**config.mk**
```make
export PLATFORM = sky130hd
export DESIGN_NAME = amo_unit
export DESIGN_NICKNAME = d
export VERILOG_FILES = /design/src/rtl/amo_pkg.sv /design/src/rtl/amo_decode.sv /design/src/rtl/amo_alu.sv /design/src/rtl/amo_ctrl.sv /design/src/rtl/amo_unit.sv
export SDC_FILE = /design/constraint.sdc
export NUM_CORES = 1
export LEC_CHECK = 0
export BUFFER_PORTS_ARGS = -buffer_cell sky130_fd_sc_hd__buf_2
export CORE_AREA = 2 2 215 217
export DETAILED_ROUTE_END_ITERATION = 10
export DIE_AREA = 0 0 217 219
export PLACE_DENSITY = 0.65
export SYNTH_ARGS = -nofsm -noshare
export SYNTH_HDL_FRONTEND = slang
export SYNTH_SLANG_ARGS = --single-unit
```
**constraint.sdc**
```tcl
create_clock -name clk -period 10.56 [get_ports clk]
set_input_delay 1.056 -clock clk [delete_from_list [all_inputs] [get_ports clk]]
set_output_delay 1.056 -clock clk [all_outputs]
set_load 0.02 [all_outputs]
```
**src/rtl/amo_pkg.sv**
```systemverilog
package amo_pkg;

    localparam int DW = 64;

    typedef enum logic [2:0] {
        OP_ADD, OP_AND, OP_OR, OP_XOR, OP_XCHG, OP_CMPX
    } amo_op_e;

    typedef enum logic [1:0] {
        ST_IDLE, ST_RD, ST_WR, ST_DONE
    } amo_state_e;

    localparam logic [2:0] MODE_ATOMIC = 3'b110;
    localparam logic [2:0] CLASS_STX   = 3'b011;
    localparam logic [1:0] SZ_WORD     = 2'b00;
    localparam logic [1:0] SZ_DWORD    = 2'b11;

    typedef struct packed {
        logic    legal;
        amo_op_e op;
        logic    fetch;
        logic    dw;
    } amo_dec_t;

    typedef struct packed {
        logic [DW-1:0] mem_new;
        logic          mem_wr;
        logic          src_we;
        logic [DW-1:0] src_val;
        logic          r0_we;
        logic [DW-1:0] r0_val;
    } amo_res_t;

    function automatic logic [DW-1:0] size_mask(input logic dw);
        return dw ? {DW{1'b1}} : {{(DW/2){1'b0}}, {(DW/2){1'b1}}};
    endfunction

endpackage

```
**src/rtl/amo_decode.sv**
```systemverilog
module amo_decode
    import amo_pkg::*;
(
    input  logic [7:0]  opcode,
    input  logic [31:0] imm,
    output amo_dec_t    dec
);
    logic opc_ok;
    logic imm_ok;

    assign opc_ok = (opcode[7:5] == MODE_ATOMIC) && (opcode[2:0] == CLASS_STX) &&
                    ((opcode[4:3] == SZ_WORD) || (opcode[4:3] == SZ_DWORD));

    always_comb begin
        imm_ok = 1'b1;
        dec.op = OP_ADD;
        unique case (imm)
            32'h00, 32'h01: dec.op = OP_ADD;
            32'h50, 32'h51: dec.op = OP_AND;
            32'h40, 32'h41: dec.op = OP_OR;
            32'ha0, 32'ha1: dec.op = OP_XOR;
            32'he1:         dec.op = OP_XCHG;
            32'hf1:         dec.op = OP_CMPX;
            default:        imm_ok = 1'b0;
        endcase
        dec.fetch = imm[0];
        dec.dw    = (opcode[4:3] == SZ_DWORD);
        dec.legal = opc_ok && imm_ok;
    end
endmodule

```
**src/rtl/amo_alu.sv**
```systemverilog
module amo_alu
    import amo_pkg::*;
(
    input  amo_dec_t      dec,
    input  logic [DW-1:0] old_val,
    input  logic [DW-1:0] src_val,
    input  logic [DW-1:0] r0_val,
    output amo_res_t      res
);
    logic [DW-1:0] m, o, s, r, nv;
    logic          is_arith;

    assign m = size_mask(dec.dw);
    assign o = old_val & m;
    assign s = src_val & m;
    assign r = r0_val & m;
    assign is_arith = (dec.op == OP_ADD) || (dec.op == OP_AND) ||
                      (dec.op == OP_OR)  || (dec.op == OP_XOR);

    always_comb begin
        unique case (dec.op)
            OP_ADD:  nv = o + s;
            OP_AND:  nv = o & s;
            OP_OR:   nv = o | s;
            OP_XOR:  nv = o ^ s;
            default: nv = s;
        endcase
        res.mem_new = nv & m;
        res.mem_wr  = (dec.op != OP_CMPX) || (o == r);
        res.src_we  = (is_arith && dec.fetch) || (dec.op == OP_XCHG);
        res.src_val = o;
        res.r0_we   = (dec.op == OP_CMPX);
        res.r0_val  = o;
    end
endmodule

```
**src/rtl/amo_ctrl.sv**
```systemverilog
module amo_ctrl
    import amo_pkg::*;
#(
    parameter int AW = 32
) (
    input  logic          clk,
    input  logic          rst,
    input  logic          start,
    input  amo_dec_t      dec_in,
    input  logic [AW-1:0] addr_in,
    input  logic [DW-1:0] src_in,
    input  logic [DW-1:0] r0_in,
    input  amo_res_t      res,
    output amo_dec_t      dec_q,
    output logic [DW-1:0] src_q,
    output logic [DW-1:0] r0_q,
    output logic          busy,
    output logic          done,
    output logic          illegal,
    output logic          src_we,
    output logic [DW-1:0] src_wdata,
    output logic          r0_we,
    output logic [DW-1:0] r0_wdata,
    output logic          mem_req,
    output logic          mem_we,
    output logic          mem_dw,
    output logic          mem_lock,
    output logic [AW-1:0] mem_addr,
    output logic [DW-1:0] mem_wdata
);
    amo_state_e    state;
    logic [AW-1:0] addr_q;
    logic          ill_q, swe_q, rwe_q;
    logic [DW-1:0] sval_q, rval_q;

    always_ff @(posedge clk) begin
        if (rst) begin
            state  <= ST_IDLE;
            dec_q  <= '0;
            addr_q <= '0;
            src_q  <= '0;
            r0_q   <= '0;
            ill_q  <= 1'b0;
            swe_q  <= 1'b0;
            rwe_q  <= 1'b0;
            sval_q <= '0;
            rval_q <= '0;
        end else begin
            unique case (state)
                ST_IDLE: if (start) begin
                    dec_q  <= dec_in;
                    addr_q <= addr_in;
                    src_q  <= src_in;
                    r0_q   <= r0_in;
                    ill_q  <= !dec_in.legal;
                    swe_q  <= 1'b0;
                    rwe_q  <= 1'b0;
                    state  <= dec_in.legal ? ST_RD : ST_DONE;
                end
                ST_RD: state <= ST_WR;
                ST_WR: begin
                    swe_q  <= res.src_we;
                    sval_q <= res.src_val;
                    rwe_q  <= res.r0_we;
                    rval_q <= res.r0_val;
                    state  <= ST_DONE;
                end
                default: state <= ST_IDLE;
            endcase
        end
    end

    assign busy      = (state != ST_IDLE);
    assign done      = (state == ST_DONE);
    assign illegal   = done && ill_q;
    assign src_we    = done && swe_q;
    assign src_wdata = sval_q;
    assign r0_we     = done && rwe_q;
    assign r0_wdata  = rval_q;
    assign mem_lock  = (state == ST_RD) || (state == ST_WR);
    assign mem_req   = (state == ST_RD) || ((state == ST_WR) && res.mem_wr);
    assign mem_we    = (state == ST_WR);
    assign mem_dw    = dec_q.dw;
    assign mem_addr  = addr_q;
    assign mem_wdata = res.mem_new;
endmodule

```
**src/rtl/amo_unit.sv**
```systemverilog
module amo_unit
    import amo_pkg::*;
#(
    parameter int AW = 32
) (
    input  logic          clk,
    input  logic          rst,
    input  logic          start,
    input  logic [7:0]    opcode,
    input  logic [31:0]   imm,
    input  logic [63:0]   base,
    input  logic [15:0]   offset,
    input  logic [63:0]   src_in,
    input  logic [63:0]   r0_in,
    output logic          busy,
    output logic          done,
    output logic          illegal,
    output logic          src_we,
    output logic [63:0]   src_wdata,
    output logic          r0_we,
    output logic [63:0]   r0_wdata,
    output logic          mem_req,
    output logic          mem_we,
    output logic          mem_dw,
    output logic          mem_lock,
    output logic [AW-1:0] mem_addr,
    output logic [63:0]   mem_wdata,
    input  logic [63:0]   mem_rdata
);
    localparam int EXT = AW - 16;

    amo_dec_t      dec_in, dec_q;
    amo_res_t      res;
    logic [AW-1:0] eff_addr;
    logic [DW-1:0] src_q, r0_q;

    assign eff_addr = base[AW-1:0] + {{EXT{offset[15]}}, offset};

    amo_decode u_dec (
        .opcode (opcode),
        .imm    (imm),
        .dec    (dec_in)
    );

    amo_alu u_alu (
        .dec     (dec_q),
        .old_val (mem_rdata),
        .src_val (src_q),
        .r0_val  (r0_q),
        .res     (res)
    );

    amo_ctrl #(.AW(AW)) u_ctrl (
        .clk       (clk),
        .rst       (rst),
        .start     (start),
        .dec_in    (dec_in),
        .addr_in   (eff_addr),
        .src_in    (src_in),
        .r0_in     (r0_in),
        .res       (res),
        .dec_q     (dec_q),
        .src_q     (src_q),
        .r0_q      (r0_q),
        .busy      (busy),
        .done      (done),
        .illegal   (illegal),
        .src_we    (src_we),
        .src_wdata (src_wdata),
        .r0_we     (r0_we),
        .r0_wdata  (r0_wdata),
        .mem_req   (mem_req),
        .mem_we    (mem_we),
        .mem_dw    (mem_dw),
        .mem_lock  (mem_lock),
        .mem_addr  (mem_addr),
        .mem_wdata (mem_wdata)
    );
endmodule

```
# ---- Word-level counts from Yosys, hierarchy flattened
# Cells that the tools add are included.
dict set report word_totals {
  latchBits 0
  wordCells 82
  mem_bits_ro 0
  inputBits 315
  n_memories 0
  ram_bits 0
  out_inout_bits 233
  regBits 234
}
dict set report classes {
  addsub 2
  n_lt_le_gt_ge 0
  div_mod_pow 0
  n_reduce_logical 29
  bitwise_logic 7
  n_eq_ne 23
  mul 0
  n_shift 0
  muxes 10
}
# cell count
set op_table {}
lappend op_table {{64-bit bitwise AND} 5}
lappend op_table {{64-bit one-hot mux with 4 select lines} 1}
lappend op_table {{32-bit by 7-bit equality test with 1-bit output (second input constant)} 4}
lappend op_table {{32-bit by 8-bit equality test with 1-bit output (second input constant)} 4}
lappend op_table {{64-bit adder} 1}
lappend op_table {{64-bit equality test} 1}
lappend op_table {{64-bit 2-to-1 mux} 1}
lappend op_table {{64-bit OR} 1}
lappend op_table {{64-bit XOR} 1}
lappend op_table {{32-bit adder} 1}
lappend op_table {{32-bit by 1-bit equality test with 1-bit output (second input constant)} 1}
lappend op_table {{32-bit logical NOT} 1}
lappend op_table {{3-bit one-hot mux with 5 select lines} 1}
lappend op_table {{10-bit OR reduction} 1}
lappend op_table {{3-bit by 2-bit equality test with 1-bit output (second input constant)} 3}
lappend op_table {{3-bit equality test (second input constant)} 3}
lappend op_table {{1-bit logical AND} 8}
lappend op_table {{1-bit logical OR} 8}
lappend op_table {{2-bit equality test (second input constant)} 3}
lappend op_table {{2-bit one-hot mux with 3 select lines} 1}
lappend op_table {{2-bit OR reduction} 3}
lappend op_table {{2-bit logical NOT} 2}
lappend op_table {{2-bit 2-to-1 mux} 2}
lappend op_table {{1-bit one-hot mux with 2 select lines} 2}
lappend op_table {{9 further kinds} 12}

# ---- Logic depth before layout (Yosys ltp)
# Gate-level depths: netlist of run 1.
dict set report depth {
  depth_word 7
  mapped_depth 20
  ltp_nobuf 13
}

# ---- Cells and area by module
# From an unflattened synthesis of run 1, not the netlist that was laid out.
dict set report unflattened {
  hier_cells 2946
  hier_area_um2 22399.0
}
# module n_inst cells_per_inst seq_area_each_um2 area_each_um2
set by_module_without_submodules {}
lappend by_module_without_submodules {amo_ctrl 1 1239 5985.7 11079.4}
lappend by_module_without_submodules {amo_alu 1 1442 0.0 9372.7}
lappend by_module_without_submodules {amo_unit 1 236 0.0 1725.4}
lappend by_module_without_submodules {amo_decode 1 29 0.0 221.5}

# ---- Worst setup path after synthesis of run 1
# No wires, ideal clock.
dict set report synth_timing {
  path_kind {register -> output}
  startpoint {register, netlist name u_ctrl.mem_dw}
  endpoint {output mem_wdata[45]}
  t_arrival_ns 4.299
  t_required_ns 9.504
  setup_slack_ns 5.205
  path_stages_with_launch 19
  path_buffers 8
  cell_sequence {dfxtp_1 > buf_2 > buf_2 > clkbuf_1 > clkbuf_1 > buf_1 > clkbuf_1 > nand2_1 > ha_1 > clkbuf_1 > nand2_1 > nor3_1 > nand2_1 > o21ai_2 > a31o_2 > mux2_2 > o311ai_0 > a21oi_1 > buf_4}
}
# item line
set synth_lines {}
lappend synth_lines {{end: declaration} amo_unit.sv:27} ;# output logic [63:0] mem_wdata,

# ---- Worst setup path in the final report of run 1
dict set report layout_timing {
  startpoint {input mem_rdata[0]}
  endpoint {output mem_wdata[54]}
}
dict set report layout_via {
  elab_chain_len 4
}
# item line
set layout_lines {}
lappend layout_lines {{start: declaration} amo_unit.sv:28} ;# input logic [63:0] mem_rdata
lappend layout_lines {{64-bit bitwise AND} amo_alu.sv:14} ;# assign o = old_val & m;
lappend layout_lines {{64-bit adder} amo_alu.sv:22} ;# OP_ADD: nv = o + s;
lappend layout_lines {{64-bit one-hot mux with 4 select lines} amo_alu.sv:21} ;# unique case (dec.op)
lappend layout_lines {{64-bit bitwise AND} amo_alu.sv:28} ;# res.mem_new = nv & m;
# Every way passes these cells.

==> results of run 1 <==
[final cells by class]
class / count / area, sq um
antenna: 3 / 7.51
clock buffer: 35 / 778
clock inverter: 19 / 318
fill: 4570 / 23100
inverter: 141 / 529
multi-input combinational: 1942 / 12200
sequential: 234 / 4690
tap: 600 / 751
timing repair buffer: 531 / 2710
[state kept, by name (all words and copies together) (netlist names)]
name / flops
u_ctrl.rwe_q: 1
u_ctrl.mem_addr: 32
u_ctrl.mem_dw: 1
u_ctrl.dec_q: 4
u_ctrl.r0_q: 64
u_ctrl.src_q: 64
u_ctrl.swe_q: 1
u_ctrl.ill_q: 1
u_ctrl.r0_wdata: 64
u_ctrl.state: 2
[worst max-delay path, stage by stage]
cell	delay, ns
buf_2	0.15
ha_1	0.23
inv_1	0.07
fa_1	0.40
nor2b_1	0.17
o2111ai_1	0.21
a2111oi_0	0.77
or4_4	0.30
a31oi_4	0.12
nor3_2	0.43
o21ai_0	0.14
a21boi_0	0.25
mux2i_1	0.11
o32ai_1	0.60
buf_2	0.28
[routing by layer]
layer | wire, microns | global-route usage, % | vias to the layer above
met3 | 4580 | 4.77 | 107
met1 | 30300 | 36.4 | 9382
met5 | 13 | 0 | -
met2 | 33100 | 48.7 | 686
met4 | 1920 | 7.97 | 2
li1 | - | - | 9440
[cell families (layout without fill, tap and decap cells)]
kind of cell,count (synthesis),in the layout
compound gates,718,718
xor+xnor,151,151
fa+ha+maj,136,136
buf+inv,451,726
flops,234,234
mux,104,104
other cells,0,3
simple gates,833,833
[stage by stage]
| stage | utilization [%] | cell area (sq um) | std cells | setup slack, ns |
|---|---|---|---|---|
| detailed placement | 46.3 | 20900 | 3448 | 4.32 |
| global placement | 46.3 | 20900 | 3448 | 4.35 |
| CTS | 48.7 | 22000 | 3502 | 4.27 |
| floorplan | - | 19000 | 2627 | 5.21 |
| global route | 48.7 | 22000 | 3504 | 4.00 |
| finish | 48.7 | 22000 | 3505 | 4.21 |
[power groups by stage]
stage / Combinational (W) / Sequential, W / Clock (W)
2_1_floorplan: 0.00104 / 0.00117 / 0
3_3_place_gp: 0.00142 / 0.00114 / 0
3_5_place_dp: 0.00144 / 0.00115 / 0
4_1_cts: 0.00145 / 0.00113 / 0.00117
5_1_grt: 0.00159 / 0.00115 / 0.00121
6_report: 0.00145 / 0.00113 / 0.00115
[synth_stat cells, types with 8 or more instances]
cell type	n	share of area, %
o31ai_1	13	0.51
nor3_1	20	0.53
nand2b_1	9	0.30
nand2_1	461	9.1
a21oi_1	338	8.9
buf_2	14	0.37
o22ai_1	30	0.99
nand3_1	45	1.2
ha_1	134	8.8
o211a_1	9	0.47
xor2_1	73	3.4
o21ai_0	110	2.9
mux2i_1	86	4.5
a31oi_1	18	0.59
nor4_1	19	0.62
a21o_1	38	1.5
buf_1	12	0.24
nor2b_1	26	0.85
o221ai_1	13	0.60
a211oi_1	34	1.3
xnor2_1	78	3.6
dfxtp_1	234	25
o211ai_1	20	0.79
nor2_1	167	3.3
buf_4	128	5.0
inv_1	140	2.8
o21a_1	13	0.51
and2_1	11	0.36
mux2_2	10	0.59
nand4_1	32	1.1
and3_1	15	0.49
o21bai_1	12	0.47
mux4_2	8	0.95
clkbuf_1	155	3.1
[worst min path at each step]
stage	depth (start not counted)	startpoint	end
5_1_grt	2	u_ctrl.mem_addr[9]	u_ctrl.mem_addr[9]
2_1_floorplan	2	u_ctrl.rwe_q	u_ctrl.rwe_q
3_3_place_gp	2	u_ctrl.mem_addr[14]	u_ctrl.mem_addr[14]
3_5_place_dp	2	u_ctrl.mem_addr[9]	u_ctrl.mem_addr[9]
6_report	2	u_ctrl.mem_addr[14]	u_ctrl.mem_addr[14]
4_1_cts	2	u_ctrl.mem_addr[14]	u_ctrl.mem_addr[14]
==> impl_results.md, run 1 <==
- CTS clock-pin slew for the worst setup and hold paths: about 0.06 ns
- Initial antenna violation count: 4
- Net switching power: around 0.0015 W
- Multiplexer area fraction after synthesis: 6.06%
- Worst setup startpoint: mem_rdata[0]
- DIE HEIGHT: 219 microns
- Pint: around 0.0022 W
- R2R Path End: u_ctrl.dec_q[2]
- Sw Share: around two fifths
- GPL Wtd Cong: 0.949
- Area share of fa/ha/maj cells after synthesis: a little under a tenth
- Main synth FF type: dfxtp_1
- Synth async-reset ratio: 0%
- Main combinational cell family by area after synthesis: compound AO/OA/AOI/OAI gates
- Register bit count reported by yosys: roughly 230
- Final Setup Violations: 0
- Post-cts sizing count: 0
- Cell Rows: between 70 and 80
- Max Cap Viol: 0
- Post-synthesis xor/xnor area fraction: roughly 6.9%
- Crit path DAT: roughly 5.3 ns
- Mapped Nets: 3078
- Via count: 19600
- H-tree level count: 1
- Clock root cell: clkbuf_16
- Minimum clock period: 6.35 ns
- Status: complete, no violations
- CTS Sinks: between 200 and 250
- Die W: between 200 and 250 microns
- Mapped cell area: ~19000 sq um
- Distinct cell type count after synthesis: 76
- Syn Inst Count: 2627
- Gr ovfl total: 0
- Setup Crit Path Kind: in2out
- Commonest cells after routing, fill and taps aside: 514 x buf_2, 460 x nand2_1, 338 x a21oi_1, 230 x dfxtp_1, 167 x nor2_1
- Post-synth EDFFs: 0
- Clk buf depth: 3
- Nets: ~3300
- DRC: 0
- Static leakage: ~10 nW
- Synth Area in Compound Gates: between 20 and 25%
- Commonest non-fill, non-tap cell in the layout: buf_2
- First-pass GRT wire length: roughly 110000 microns
- Fin. Hold Viols: 0
- Setup Buffers After CTS: 0
- Total Routing Usage GR: 28.3%
- Vias in the first global route: roughly 19000
- FF-to-FF setup slack: about 7.3 ns
- Layout area overhead: 15.4%
- Clock share of power: 30.8%
- Clock latency on the worst-skew pair: between 0.5 and 0.6 ns
- Antenna viol nets, final: 0
- I/O Pins: 548
- Post-synthesis sequential area ratio: approximately 25%
- CTS tree: done
- Fin crit share: 60.2%
- TritonRoute pass-1 iters: 5
- Worst reg2reg path startpoint: u_ctrl.state[0]
- Synth Warn #: 0
- FF-to-FF path depth: 8
- Fin. max-slew vios: 0
- Average cell area after synthesis: approximately 7.2 sq um
- Clk_skew: 0.00846 ns
- Power per Cell Area: approximately 170 nW/um^2
- Maximum VDD drop: between 100 and 150 uV
- Slew @ Worst Pin: 1.05 ns
- Headroom to the max-slew limit: between 20 and 30%
- Startpoint Class: input pin
- Die area: between 40000 and 50000 sq um
- Seq pwr share: between 30% and 40%
- Synth Area in Simple Gates: roughly a fifth
- Core area: approximately 45000 sq um
- Setup TNS: 0 ns
- Worst min path class: reg2reg
- # port buffers: slightly above 500
- PnR Total Power: 0.00373 W
- Share of cells above drive strength 1: about 22%
- Combinational power share: around 39%
- CP Capture Point: mem_wdata[54]
- Routed WL: approximately 70000 microns
- Via density: around 5.6
- Fmax achieved: ~160 MHz
- CP Max Fanout: 4
- Crit end category: output port
- Post-DP HPWL: roughly 52000 microns
- Critical Path RT: about 9.5 ns
- Initial core utilization: between 40% and 50%
- Routed length per instance: ~20 microns
- Worst hold slack: 0.450 ns
- DR iter-0 viols: about 1500
- Largest net degree at the start of global routing: 95
- CTS buffer count: 29
- RSZ-0062 raised after global routing: no
- Hold-fix buffers, CTS: 0
(Power assumes the default switching activity.)
==> run 2: changes to the inputs <==
clock period = 6.5 ns   (was 10.56 ns; I/O delays follow)
==> impl_results.md, run 2 (synthesis gave the netlist of run 1 again) <==
- Clk buf depth: 3
- CTS Sinks: 234
- CP cell instances: ha_1 > inv_1 > fa_1 > nor2b_1 > o2111ai_1 > a21oi_1 > a21oi_1 > o41ai_2 > a21boi_0 > o21ai_0 > o31a_1 > o21ai_0 > a41oi_1 > buf_2
- Core area: 45100 sq um
- Post-cts sizing count: 0
- I/O Pins: 548
- Critical Path RT: approximately 6 ns
- Maximum VDD drop: between 200 and 250 uV
- First-pass GRT wire length: around 100000 microns
- TritonRoute pass-1 iters: 5
- Slowest CP cell: o41ai_2
- DIE HEIGHT: about 220 microns
- Power per Cell Area: 270 nW/um^2
- CTS clock-pin slew for the worst setup and hold paths: about 0.07 ns
- Antenna viol nets, final: 0
- Stages on worst setup path: 14
- Worst path bufs/invs: 2
- Initial core utilization: about 42%
- GPL Wtd Cong: about 0.93
- Fin crit share: 85.5%
- PnR Total Power: 0.00589 W
- Startpoint Class: flip-flop
- FF-to-FF setup slack: slightly below 4 ns
- Worst min path class: in2reg
- Final Setup Violations: 0
- Dpl ws: 1.21 ns
- Post-DP HPWL: 52200 microns
- CP max stage delay: 0.82 ns
- Status: complete, no violations
- CP Max Fanout: 5
- Routed length per instance: around 20 microns
- # port buffers: around 500
- Kind of cell adding the most delay to the critical path: compound AO/OA/AOI/OAI gates
- Core Util, Final: between 40% and 50%
- Clk_skew: 0.0164 ns
- Nets: about 3300
- Cell Rows: approximately 80
- Initial antenna violation count: 5
- CP Capture Point: mem_wdata[44]
- RSZ-0062 raised after global routing: no
- H-tree level count: 1
- Setup Crit Path Kind: reg2out
- CTS buffer count: 28
- Die W: between 200 and 250 microns
- Via density: roughly 5.6
- Crit path DAT: about 4.9 ns
- Headroom to the max-slew limit: around a fifth
- Static leakage: between 10 and 15 nW
- Clock root cell: clkbuf_16
- Max Cap Viol: 0
- Clock latency on the worst-skew pair: between 0.5 and 0.6 ns
- Largest net degree at the start of global routing: 142
- Hold-fix buffers, CTS: 0
- R2R Path End: u_ctrl.dec_q[4]
- DRC: 0
- Share of cells above drive strength 1: 21.7%
- Worst reg2reg path startpoint: u_ctrl.state[0]
- Commonest cells after routing, fill and taps aside: 514 x buf_2, 460 x nand2_1, 338 x a21oi_1, 230 x dfxtp_1, 167 x nor2_1
- Fin. max-slew vios: 0
- PnR worst setup slack: between 0.9 and 1 ns
- Commonest non-fill, non-tap cell in the layout: buf_2
- Slew @ Worst Pin: roughly 1.2 ns
- CTS tree: done
- DR iter-0 viols: roughly 1600
- Fin. Hold Viols: 0
- Minimum clock period: approximately 5.6 ns
- Setup TNS: 0 ns
- Total Routing Usage GR: 27.9%
- Routed WL: around 70000 microns
- Worst setup startpoint: u_ctrl.src_q[0]
- FF-to-FF path depth: 8
- Vias in the first global route: ~18000
- Setup Buffers After CTS: 0
- Gr ovfl total: 0
- Die area: 47500 sq um
- Layout area overhead: 14.8%
- Via count: a little under 20000
- Fmax achieved: approximately 180 MHz
- Crit end category: output port
[run 2: cell count changes in the layout (fill, tap and decap cells not counted), sizes merged]
| cell | change |
|---|---|
| inv | -1 |
| bufinv | -5 |
| diode | +3 |
| clkbuf | +2 |
| clkinv | -2 |
| clkinvlp | +3 |
[run 2: tightest hold or removal path: stages]
cell and delay (ns):
buf_2 0.09, nand2_1 0.04, a21oi_1 0.05
[run 2: layer usage]
| layer | part of all wire, % | vias to the layer above | track usage [%] |
|---|---|---|---|
| met5 | 0.016 | - | 0 |
| met4 | 2.9 | 2 | 8.33 |
| met3 | 6.5 | 115 | 4.27 |
| met2 | 47 | 760 | 47.9 |
| met1 | 43 | 9284 | 36.1 |
| li1 | - | 9421 | - |
[run 2: worst min-delay path by stage]
stage | start | to | slack [ns] | cells after the start
6_report | src_in[44] | u_ctrl.src_q[44] | 0.29 | 3
3_5_place_dp | u_ctrl.mem_addr[19] | u_ctrl.mem_addr[19] | 0.44 | 2
3_3_place_gp | u_ctrl.mem_addr[14] | u_ctrl.mem_addr[14] | 0.44 | 2
5_1_grt | r0_in[3] | u_ctrl.r0_q[3] | 0.29 | 3
4_1_cts | src_in[44] | u_ctrl.src_q[44] | 0.27 | 3
2_1_floorplan | u_ctrl.rwe_q | u_ctrl.rwe_q | 0.43 | 2
[run 2: cell type report]
class                   count  area, sq um
diodes                      6         15.0
clock buffers              37          806
clock inverters            14          164
fillers                  4570        23200
inverters                 141          529
multi-input cells        1942        12200
flip-flops and latches    234         4690
well taps                 600          751
repair buffers            531         2720
[run 2: report_power, final]
part / internal, W / total (W) / switching, W
registers: 0.00165 / 0.00185 / 0.000193
logic: 0.000829 / 0.00236 / 0.00153
clock network: 0.000990 / 0.00169 / 0.000703
total: 0.00347 / 0.00589 / 0.00242
[run 2: per-stage QoR]
step / hold slack (ns) / cell area, sq um / instances
final: 0.295 / 21900 / 3505
after global routing: 0.295 / 21900 / 3502
after CTS: 0.274 / 21800 / 3499
after detailed placement: 0.441 / 20900 / 3448
after global placement: 0.438 / 20900 / 3448
after floorplan: 0.432 / 19000 / 2627
